## src/rtl/zmac_pkg.sv

```systemverilog
package zmac_pkg;

    parameter int ZM_WORD_W = 32;
    parameter int ZM_MSG_W  = 64;
    parameter int ZM_WIN_W  = 3 * ZM_WORD_W;
    parameter int ZM_OFF_W  = $clog2(ZM_MSG_W);

    typedef enum logic [2:0] {
        ST_IDLE,
        ST_SCAN,
        ST_FETCH_A,
        ST_FETCH_B,
        ST_DONE
    } zm_state_e;

    typedef struct packed {
        logic [ZM_WORD_W-1:0] w0;
        logic [ZM_WORD_W-1:0] w1;
        logic [ZM_WORD_W-1:0] w2;
    } zm_win_t;

    function automatic logic [ZM_MSG_W-1:0] zm_widen(input logic [ZM_WORD_W-1:0] v);
        return {{(ZM_MSG_W-ZM_WORD_W){1'b0}}, v};
    endfunction

endpackage

```

## src/rtl/zmac_slice_lane.sv

```systemverilog
module zmac_slice_lane
    import zmac_pkg::*;
(
    input  zm_win_t               win,
    input  logic [ZM_OFF_W-1:0]   offset,
    input  logic                  take,
    output logic [ZM_WORD_W-1:0]  slice
);

    logic [ZM_WIN_W-1:0] flat;
    logic [ZM_WIN_W-1:0] shifted;

    assign flat    = {win.w0, win.w1, win.w2};
    assign shifted = flat << offset;
    assign slice   = take ? shifted[ZM_WIN_W-1 -: ZM_WORD_W] : '0;

endmodule

```

## src/rtl/zmac_ctrl.sv

```systemverilog
module zmac_ctrl
    import zmac_pkg::*;
#(
    parameter int GROUP = 8
) (
    input  logic                 clk,
    input  logic                 rst,
    input  logic                 msg_valid,
    input  logic [ZM_MSG_W-1:0]  msg_data,
    input  logic                 ks_ack,
    output logic                 msg_ready,
    output logic                 ks_req,
    output logic                 done,
    output logic                 scan_en,
    output logic [GROUP-1:0]     grp_bits,
    output logic [ZM_OFF_W-1:0]  grp_base,
    output logic                 fill_first,
    output logic                 fill_second,
    output logic                 idle
);

    localparam int STEPS = ZM_MSG_W / GROUP;
    localparam int CNT_W = (STEPS > 1) ? $clog2(STEPS) : 1;

    zm_state_e           state;
    logic [CNT_W-1:0]    step;
    logic [ZM_MSG_W-1:0] shreg;
    logic                last_step;

    assign idle        = (state == ST_IDLE);
    assign msg_ready   = idle;
    assign scan_en     = (state == ST_SCAN);
    assign ks_req      = (state == ST_FETCH_A) || (state == ST_FETCH_B);
    assign done        = (state == ST_DONE);
    assign fill_first  = (state == ST_FETCH_A) && ks_ack;
    assign fill_second = (state == ST_FETCH_B) && ks_ack;
    assign grp_bits    = shreg[ZM_MSG_W-1 -: GROUP];
    assign grp_base    = ZM_OFF_W'(32'(step) * GROUP);
    assign last_step   = (32'(step) == STEPS - 1);

    always_ff @(posedge clk) begin
        if (rst) begin
            state <= ST_IDLE;
            step  <= '0;
            shreg <= '0;
        end else begin
            unique case (state)
                ST_IDLE: begin
                    if (msg_valid) begin
                        state <= ST_SCAN;
                        step  <= '0;
                        shreg <= msg_data;
                    end
                end
                ST_SCAN: begin
                    shreg <= shreg << GROUP;
                    if (last_step) begin
                        state <= ST_FETCH_A;
                        step  <= '0;
                    end else begin
                        step <= step + 1'b1;
                    end
                end
                ST_FETCH_A: if (ks_ack) state <= ST_FETCH_B;
                ST_FETCH_B: if (ks_ack) state <= ST_DONE;
                ST_DONE:    state <= ST_IDLE;
                default:    state <= ST_IDLE;
            endcase
        end
    end

endmodule

```

## src/rtl/zmac_window.sv

```systemverilog
module zmac_window
    import zmac_pkg::*;
(
    input  logic                 clk,
    input  logic                 rst,
    input  logic                 idle,
    input  logic                 fill_first,
    input  logic                 fill_second,
    input  logic [ZM_WORD_W-1:0] ks_word,
    input  logic                 pair_we,
    input  logic [ZM_MSG_W-1:0]  pair_wdata,
    input  logic                 tail_we,
    input  logic [ZM_MSG_W-1:0]  tail_wdata,
    output zm_win_t              win
);

    always_ff @(posedge clk) begin
        if (rst) begin
            win <= '0;
        end else if (fill_first) begin
            win.w0 <= win.w2;
            win.w1 <= ks_word;
        end else if (fill_second) begin
            win.w2 <= ks_word;
        end else if (idle) begin
            if (pair_we) begin
                win.w0 <= pair_wdata[ZM_MSG_W-1 -: ZM_WORD_W];
                win.w1 <= pair_wdata[ZM_WORD_W-1:0];
            end
            if (tail_we) begin
                win.w2 <= tail_wdata[ZM_WORD_W-1:0];
            end
        end
    end

endmodule

```

## src/rtl/zmac_tag.sv

```systemverilog
module zmac_tag
    import zmac_pkg::*;
(
    input  logic                 clk,
    input  logic                 rst,
    input  logic                 idle,
    input  logic                 restart,
    input  logic                 tag_we,
    input  logic [ZM_MSG_W-1:0]  tag_wdata,
    input  logic                 scan_en,
    input  logic [ZM_WORD_W-1:0] fold,
    output logic [ZM_WORD_W-1:0] tag
);

    always_ff @(posedge clk) begin
        if (rst) begin
            tag <= '0;
        end else if (idle && restart) begin
            tag <= '0;
        end else if (idle && tag_we) begin
            tag <= tag_wdata[ZM_WORD_W-1:0];
        end else if (scan_en) begin
            tag <= tag ^ fold;
        end
    end

endmodule

```

## src/rtl/zmac_accum.sv

```systemverilog
module zmac_accum
    import zmac_pkg::*;
#(
    parameter int GROUP_BITS = 8
) (
    input  logic        clk,
    input  logic        rst,
    input  logic        msg_valid,
    input  logic [63:0] msg_data,
    output logic        msg_ready,
    output logic        ks_req,
    input  logic        ks_ack,
    input  logic [31:0] ks_word,
    output logic        done,
    input  logic        gen_restart,
    input  logic        pair_we,
    input  logic [63:0] pair_wdata,
    input  logic        tail_we,
    input  logic [63:0] tail_wdata,
    input  logic        tag_we,
    input  logic [63:0] tag_wdata,
    output logic [63:0] win_pair,
    output logic [63:0] win_tail,
    output logic [63:0] tag_word
);

    zm_win_t                 win;
    logic                    scan_en;
    logic                    fill_first;
    logic                    fill_second;
    logic                    idle;
    logic [GROUP_BITS-1:0]   grp_bits;
    logic [ZM_OFF_W-1:0]     grp_base;
    logic [ZM_WORD_W-1:0]    lane_slice [GROUP_BITS];
    logic [ZM_WORD_W-1:0]    fold;
    logic [ZM_WORD_W-1:0]    tag;

    zmac_ctrl #(.GROUP(GROUP_BITS)) u_ctrl (
        .clk         (clk),
        .rst         (rst),
        .msg_valid   (msg_valid),
        .msg_data    (msg_data),
        .ks_ack      (ks_ack),
        .msg_ready   (msg_ready),
        .ks_req      (ks_req),
        .done        (done),
        .scan_en     (scan_en),
        .grp_bits    (grp_bits),
        .grp_base    (grp_base),
        .fill_first  (fill_first),
        .fill_second (fill_second),
        .idle        (idle)
    );

    zmac_window u_win (
        .clk         (clk),
        .rst         (rst),
        .idle        (idle),
        .fill_first  (fill_first),
        .fill_second (fill_second),
        .ks_word     (ks_word),
        .pair_we     (pair_we),
        .pair_wdata  (pair_wdata),
        .tail_we     (tail_we),
        .tail_wdata  (tail_wdata),
        .win         (win)
    );

    for (genvar j = 0; j < GROUP_BITS; j++) begin : g_lane
        zmac_slice_lane u_lane (
            .win    (win),
            .offset (grp_base + ZM_OFF_W'(j)),
            .take   (grp_bits[GROUP_BITS-1-j]),
            .slice  (lane_slice[j])
        );
    end

    always_comb begin
        fold = '0;
        for (int j = 0; j < GROUP_BITS; j++) begin
            fold = fold ^ lane_slice[j];
        end
    end

    zmac_tag u_tag (
        .clk       (clk),
        .rst       (rst),
        .idle      (idle),
        .restart   (gen_restart),
        .tag_we    (tag_we),
        .tag_wdata (tag_wdata),
        .scan_en   (scan_en),
        .fold      (fold),
        .tag       (tag)
    );

    assign win_pair = {win.w0, win.w1};
    assign win_tail = zm_widen(win.w2);
    assign tag_word = zm_widen(tag);

endmodule

```

## config.mk

```make
export PLATFORM = sky130hd
export DESIGN_NAME = zmac_accum
export DESIGN_NICKNAME = d
export VERILOG_FILES = /design/src/rtl/zmac_pkg.sv /design/src/rtl/zmac_slice_lane.sv /design/src/rtl/zmac_ctrl.sv /design/src/rtl/zmac_window.sv /design/src/rtl/zmac_tag.sv /design/src/rtl/zmac_accum.sv
export SDC_FILE = /design/constraint.sdc
export NUM_CORES = 1
export LEC_CHECK = 0
export ABC_CLOCK_PERIOD_IN_PS = 3400
export BUFFER_PORTS_ARGS = -buffer_cell sky130_fd_sc_hd__buf_4
export CAP_MARGIN = 20
export CORE_AREA = 3 3 187 189
export DETAILED_ROUTE_END_ITERATION = 12
export DIE_AREA = 0 0 190 192
export PLACE_DENSITY = 0.67
export SLEW_MARGIN = 40
export SYNTH_ARGS = -nofsm -noshare
export SYNTH_HDL_FRONTEND = slang
export SYNTH_SLANG_ARGS = --single-unit
```

## constraint.sdc

```tcl
create_clock -name clk -period 3.4 [get_ports clk]
set_clock_uncertainty 0.2 [all_clocks]
set_input_delay 0.34 -clock clk [delete_from_list [all_inputs] [get_ports clk]]
set_output_delay 0.34 -clock clk [all_outputs]
set_load 0.005 [all_outputs]
```

Word-level counts from Yosys, hierarchy flattened
Index checks and enable logic that the tools add are counted.
{"block": "word_totals", "ff_bits": 198, "in_bits": 296, "output_inout_bits": 195, "word_cells": 85}
{"block": "op_classes", "addsub": 8, "n_eq_ne": 10, "n_shift": 8, "n_mux": 26, "bitwise": 9, "reduce_logical": 17}
{"operator": "$shl 96x6->96", "n": 8}
{"operator": "$mux 32", "n": 12}
{"operator": "$mux 64", "n": 4}
{"operator": "$xor 32x32->32", "n": 8}
{"operator": "$pmux 64 s2", "n": 1}
{"operator": "$mux 96", "n": 1}
{"operator": "$add 6x3->6 const B", "n": 4}
{"operator": "$mux 3", "n": 6}
{"operator": "$add 6x2->6 const B", "n": 2}
{"operator": "$pmux 3 s4", "n": 1}
{"operator": "$reduce_bool 2->1", "n": 6}
{"operator": "$ne 2x2->1 const B", "n": 4}
{"operator": "$add 6x1->6 const B", "n": 1}
{"operator": "$eq 3x2->1 const B", "n": 2}
{"operator": "$eq 3x3->1 const B", "n": 2}
{"operator": "$pmux 3 s2", "n": 1}
{"operator": "$reduce_and 3->1", "n": 2}
{"operator": "$logic_and 1x1->1", "n": 4}
{"operator": "$reduce_and 4->1", "n": 1}
{"operator": "$add 3x1->3 const B", "n": 1}
{"operator": "$eq 3x1->1 const B", "n": 1}
{"operator": "$logic_not 3->1", "n": 1}
{"operator": "$ne 2x1->1 const B", "n": 1}
{"operator": "$reduce_and 2->1", "n": 1}
{"operator": "other kinds (3)", "n": 3}

Longest topological paths before layout
{"block": "logic_depth", "ltp_word": 13, "ltp_mapped": 13, "mapped_depth_nobuf": 8}

Hierarchy
Synthesis repeated with hierarchy kept, for this count alone.
{"block": "hier_totals", "hier_cells": 6670, "hier_area_um2": 67571.1}
{"mod": "zmac_slice_lane", "n_inst": 8, "cells_per_inst": 664, "area_each_um2": 6801.5, "seq_area_each_um2": 0.0}
{"mod": "zmac_window", "n_inst": 1, "cells_per_inst": 475, "area_each_um2": 4827.1, "seq_area_each_um2": 1921.8}
{"mod": "zmac_ctrl", "n_inst": 1, "cells_per_inst": 347, "area_each_um2": 3559.7, "seq_area_each_um2": 1401.3}
{"mod": "zmac_accum", "n_inst": 1, "cells_per_inst": 352, "area_each_um2": 2911.5, "seq_area_each_um2": 0.0}
{"mod": "zmac_tag", "n_inst": 1, "cells_per_inst": 184, "area_each_um2": 1860.5, "seq_area_each_um2": 640.6}

Worst setup path after synthesis
OpenSTA, ideal clock, no wires.
{"block": "synth_path", "kind": "flip-flop to flip-flop", "start": "reg u_ctrl.step[0]", "end": "reg u_tag.tag[1]", "setup_time_ns": 0.074, "arrival_ns": 2.623, "required_time_ns": 3.126, "slack_ns": 0.503, "path_stages_with_launch": 13, "n_path_buf": 4, "synth_period_minus_slack_ns": 2.897, "path_cell_list": "dfxtp_1 > buf_4 > buf_4 > buf_4 > buf_4 > mux4_2 > mux2_2 > nand2_1 > xor2_1 > xnor3_1 > xnor2_1 > nand2_1 > a31oi_1"}
{"block": "synth_via", "elab_chain_cells": 13, "elab_cells_between_ends": 33, "classes_between": "7 x add/sub; 8 x shift; 10 x mux; 8 x bitwise"}
{"element": "from (decl)", "line": "zmac_ctrl.sv:26", "rtl": "logic [CNT_W-1:0] step;"}
{"element": "from (signal assigned)", "line": "zmac_ctrl.sv:61", "rtl": "step <= step + 1'b1;"}
{"element": "$add 6x1->6", "line": "zmac_accum.sv:72", "rtl": ".offset (grp_base + ZM_OFF_W'(j)),"}
{"element": "$shl 96x6->96", "line": "zmac_slice_lane.sv:14", "rtl": "assign shifted = flat << offset;"}
{"element": "$mux 32", "line": "zmac_slice_lane.sv:15", "rtl": "assign slice = take ? shifted[ZM_WIN_W-1 -: ZM_WORD_W] : '0;"}
{"element": "$xor 32x32->32 (6 in series)", "line": "zmac_accum.sv:81", "rtl": "fold = fold ^ lane_slice[j];"}
{"element": "$xor 32x32->32 (*)", "line": "zmac_accum.sv:81"}
{"element": "$xor 32x32->32 (*)", "line": "zmac_tag.sv:23", "rtl": "tag <= tag ^ fold;"}
{"element": "$mux 32 (*)", "line": "zmac_tag.sv:22", "rtl": "end else if (scan_en) begin"}
{"element": "$mux 32 (*)", "line": "zmac_tag.sv:20", "rtl": "end else if (idle && tag_we) begin"}
{"element": "to (signal assigned)", "line": "zmac_tag.sv:21", "rtl": "tag <= tag_wdata[ZM_WORD_W-1:0];"}
{"element": "to (signal assigned)", "line": "zmac_tag.sv:23"}
{"element": "to (decl)", "line": "zmac_tag.sv:12", "rtl": "output logic [ZM_WORD_W-1:0] tag"}
Every way passes the cells marked *; elsewhere a longest branch is shown, timed or not. The select of a mux whose other input is x is not followed.
A chain may end at the register's enable or synchronous reset.

Worst setup path in the final report
{"block": "layout_path", "start": "reg u_ctrl.step[2]", "end": "reg u_tag.tag[20]"}
Same word-level chain as after synthesis.

==> summary.md <==
| Metric | Value |
|---|---|
| Result of the run | completed |
| NumNets Final | 2425 |
| Reg-to-reg startpoint | u_ctrl.step[2] |
| Path category of the worst min-delay check | in2reg |
| Startpoint of the most critical setup path | u_ctrl.step[2] |
| Async S/R FF share, synth | 0% |
| Worst Min Path Start | pair_wdata[55] |
| Area inside the core boundary | between 30000 and 40000 um^2 |
| Max Cap Violations | 0 |
| Int Power | 4.90 mW |
| Total Die Area | 36500 um^2 |
| Final weighted congestion in routability-driven placement | 0.946 |
| Hold violation count in the final report | 0 |
| Max Fanout on Critical Path | 18 |
| Initial antenna violation count | 0 |
| CTS H-tree depth | 4 |
| Worst-margin pin slew | 837 ps |
| Sort of element at the end of the critical path | flop |
| Path length in cells of the critical path | 10 |
| Starting utilization of the core area | between 40% and 50% |
| Max VDD drop | a little over 400 uV |
| Count of flip-flops with a built-in enable after synthesis | 0 |
| Router iterations before antenna repair | 7 |
| Max transition margin | 44.2% |
| Startpoint type of the worst setup path | flop |
| Post-Route WL | 54.3 mm |
| Relative contribution of sequential cells to total power | approximately 38% |
| Crit-path cells | buf_4 -> nor2b_1 -> buf_4 -> a22oi_1 -> and2_1 -> nand2_1 -> xor2_1 -> xnor3_1 -> a21oi_1 -> nor2_1 |
| Number of max-slew violations in the final report | 0 |
| Top-Level Pins | 491 |
| Residual DRC | 0 |
| Biggest area consumer among synthesized cells | sky130_fd_sc_hd__dfxtp_1 |
| Number of global-route vias before repair | 13643 |
| Top post-synthesis cells by count | sky130_fd_sc_hd__nand2_1, sky130_fd_sc_hd__dfxtp_1, sky130_fd_sc_hd__mux2i_1 |
| End point of the worst hold path | u_win.win[87] |
| Critical path's most frequent cell | sky130_fd_sc_hd__buf_4 |
| First-pass GRT wire length | 80.8 mm |
| Number of unique standard cell types used by synthesis | 44 |
| Share of the synthesized area in the top cell type | between 20% and 30% |
| Skew-Pair Late Insertion Delay | 460 ps |
| Synthesis-stage register bit count | slightly below 200 |
| Most frequently used cell type in the post-synthesis netlist | sky130_fd_sc_hd__nand2_1 |
| Setup violators final | 0 |
| Power after layout | 7.34 mW |
| CP Buf/Inv Count | 2 |
| CP arrival | 3360 ps |
| Final period demand of the worst path | 3230 ps |
| Cells taking the most area after synthesis | sky130_fd_sc_hd__dfxtp_1, sky130_fd_sc_hd__mux2i_1, sky130_fd_sc_hd__xnor2_1, sky130_fd_sc_hd__nand2_1, sky130_fd_sc_hd__xnor3_1 |
| Warnings, synthesis | 0 |
| Die Span Y | around 190 um |
| Mean area per synthesized cell | 8.41 um^2 |
| DR vias | 14428 |
| CTS sink cnt | 198 |
| Layout area overhead | 31.8% |
| Max stage delay cell, worst path | sky130_fd_sc_hd__dfxtp_1 |
| Max clock buf depth | 2 |
| Power density cells | 383 nW/um^2 |
| Maximum number of pins on one net before global-route repair | 157 |
| Highest cell delay on the worst timing path | 630 ps |
| Core Rows | 67 |
| Die X | 190 um |
| Net Sw Frac | about a third |
| Buffer cell driving the clock tree root | sky130_fd_sc_hd__clkbuf_16 |
| Kind of cell adding the most delay to the critical path | flip-flops |
| Number of DRC markers in iteration 0 | about 1600 |
| Leakage | 7.80 nW |
| Sw power | 2.44 mW |
| Fraction of power consumed by the clock network | 31.0% |
| Global-route usage over all layers | 28.5% |
| Register-to-Register Path Depth | 10 |
| Port buffer count | 362 |
| Share of post-route cells with drive strength above 1 | about a quarter |
| Post-DR wirelength/cell | 21.0 um |
| GRT Residual Overflow | 0 |
| Share of the cycle needed by the critical path after routing | 95.1% |
| Number of nets still failing antenna checks after routing | 0 |
| Fill cell instance count of the final layout | 2973 |
| Crit path kind | reg2reg |
| Required time at the worst-slack endpoint | 3530 ps |
| Portion of the post-synthesis area used by sequential elements | a little over a quarter |
| Aggregate negative setup slack | 0 ps |
| CTS tree | done |
| Unrepaired setup endpoints after global routing | false |
| Number of cells produced by synthesis | 1730 |
| Main flop type after synthesis | sky130_fd_sc_hd__dfxtp_1 |
| Netlist area before placement | 14500 um^2 |
| Number of inserted diodes | 0 |
| Maximum achievable frequency | 0.309 GHz |
| Clock slew at reported path FFs | 80 ps |
| Clock buffer count from CTS | 17 |
| Worst-case register-to-register setup slack | 170 ps |
| Worst hold slack | 32.0 ps |
| Worst r2r dst | u_tag.tag[20] |
| HPWL after detailed placement | 40.5 mm |
| Via-to-Cell Ratio | 5.58 |
| Share of total power in combinational logic | roughly 31% |
| Min-Delay Path Depth | 3 |
-- flip-flops by register name, summed over array words and instances, names as in the netlist --
| name | cells |
|---|---|
| u_ctrl.shreg | 64 |
| u_win.win | 96 |
| u_ctrl.step | 3 |
| u_tag.tag | 32 |
| u_ctrl.state | 3 |
-- worst max path at each step --
stage / endpoint / slack (ps)
after floorplan: u_tag.tag[1] / 500
after global placement: u_tag.tag[13] / 90
after detailed placement: u_tag.tag[13] / 20
after CTS: u_tag.tag[1] / 60
after global routing: u_tag.tag[20] / 3
final: u_tag.tag[20] / 170
-- power by group through the flow --
stage	logic, mW	clock network [mW]	registers [mW]
final	2.28	2.28	2.78
after global routing	2.45	2.38	2.80
after CTS	2.25	2.29	2.77
after detailed placement	2.15	0	2.82
after global placement	2.13	0	2.82
after floorplan	1.36	0	2.70
-- final cells by class --
| cell class | instances | area [um^2] | share of cell area [%] |
|---|---|---|---|
| repair buffers | 521 | 4230 | 22.1 |
| flip-flops and latches | 198 | 3970 | 20.7 |
| clock inverters | 11 | 183 | 0.953 |
| clock buffers | 20 | 468 | 2.44 |
| well taps | 448 | 561 | 2.93 |
| multi-input cells | 1381 | 9730 | 50.8 |
| inverters | 8 | 30.0 | 0.157 |
-- metal layers --
layer	vias up	part of all wire (%)	GRT usage (%)
met5	-	0	0
met4	0	2.6	8.05
met3	96	8.8	6.61
met2	752	48	47.5
met1	6823	41	37.2
li1	6757	-	-
-- cells by family (layout without fill, tap and decap cells) --
logic type                 count (synthesis)  count (layout)  synth area share, %
adders and majority gates                  2               2                0.172
muxes                                    215             215                 17.5
DFF                                      198             198                 27.3
buffers and inverters                    214             560                 7.81
xor gates and xnor gates                 220             220                 16.5
and+or+nand+nor                          576             576                 16.7
AOI/OAI and AO/OA                        304             304                 14.1
other                                      1              64               0.0258
-- through the flow --
step	utilization, %	std cells	area [um^2]	worst slack [ps]
after CTS	57.2	2586	19100	56.7
after global routing	57.3	2587	19200	2.65
after floorplan	-	1793	14800	503
after global placement	52.7	2470	17600	89.0
after detailed placement	52.7	2470	17600	24.3
final	57.3	2587	19200	166
-- placed cells by master, fill, tap and decap left out, types with 3 or more instances in the layout --
cell	Yosys	routed
sky130_fd_sc_hd__buf_4	74	427
sky130_fd_sc_hd__nand2_1	304	302
sky130_fd_sc_hd__dfxtp_1	198	196
sky130_fd_sc_hd__mux2i_1	149	149
sky130_fd_sc_hd__xnor2_1	135	135
sky130_fd_sc_hd__nor2_1	111	109
sky130_fd_sc_hd__nand3_1	105	104
sky130_fd_sc_hd__a211oi_1	96	96
sky130_fd_sc_hd__a21oi_1	85	85
sky130_fd_sc_hd__dlygate4sd3_1	0	85
sky130_fd_sc_hd__a22oi_1	72	72
sky130_fd_sc_hd__conb_1	1	64
sky130_fd_sc_hd__xor2_1	51	51
sky130_fd_sc_hd__mux2_2	39	39
sky130_fd_sc_hd__xnor3_1	34	34
sky130_fd_sc_hd__mux4_2	27	27
sky130_fd_sc_hd__a31oi_1	23	23
sky130_fd_sc_hd__nor3_1	20	20
sky130_fd_sc_hd__clkbuf_16	0	18
sky130_fd_sc_hd__and2_1	12	11
sky130_fd_sc_hd__inv_1	8	8
sky130_fd_sc_hd__buf_12	2	8
sky130_fd_sc_hd__nor2b_1	5	5
sky130_fd_sc_hd__a2bb2oi_1	6	5
sky130_fd_sc_hd__a222oi_1	5	5
sky130_fd_sc_hd__nand2b_1	4	4
sky130_fd_sc_hd__or2_2	4	4
sky130_fd_sc_hd__o22ai_1	4	4
sky130_fd_sc_hd__and3b_1	4	3
sky130_fd_sc_hd__o21ai_0	3	3
sky130_fd_sc_hd__inv_8	0	3
sky130_fd_sc_hd__bufinv_16	0	3
-- worst min-delay path, cell delays in order --
cell	delay (ps)
sky130_fd_sc_hd__buf_4	110
sky130_fd_sc_hd__mux2i_1	120
sky130_fd_sc_hd__a211oi_1	80
-- timing repair --
action                                  4_1_cts  5_1_grt
hold endpoints to repair                     88        0
endpoints found under the setup margin        1        4
resized for setup                             1        0
buffers inserted                              0        1
hold buffers                                 85        0
(Power assumes the default switching activity.)
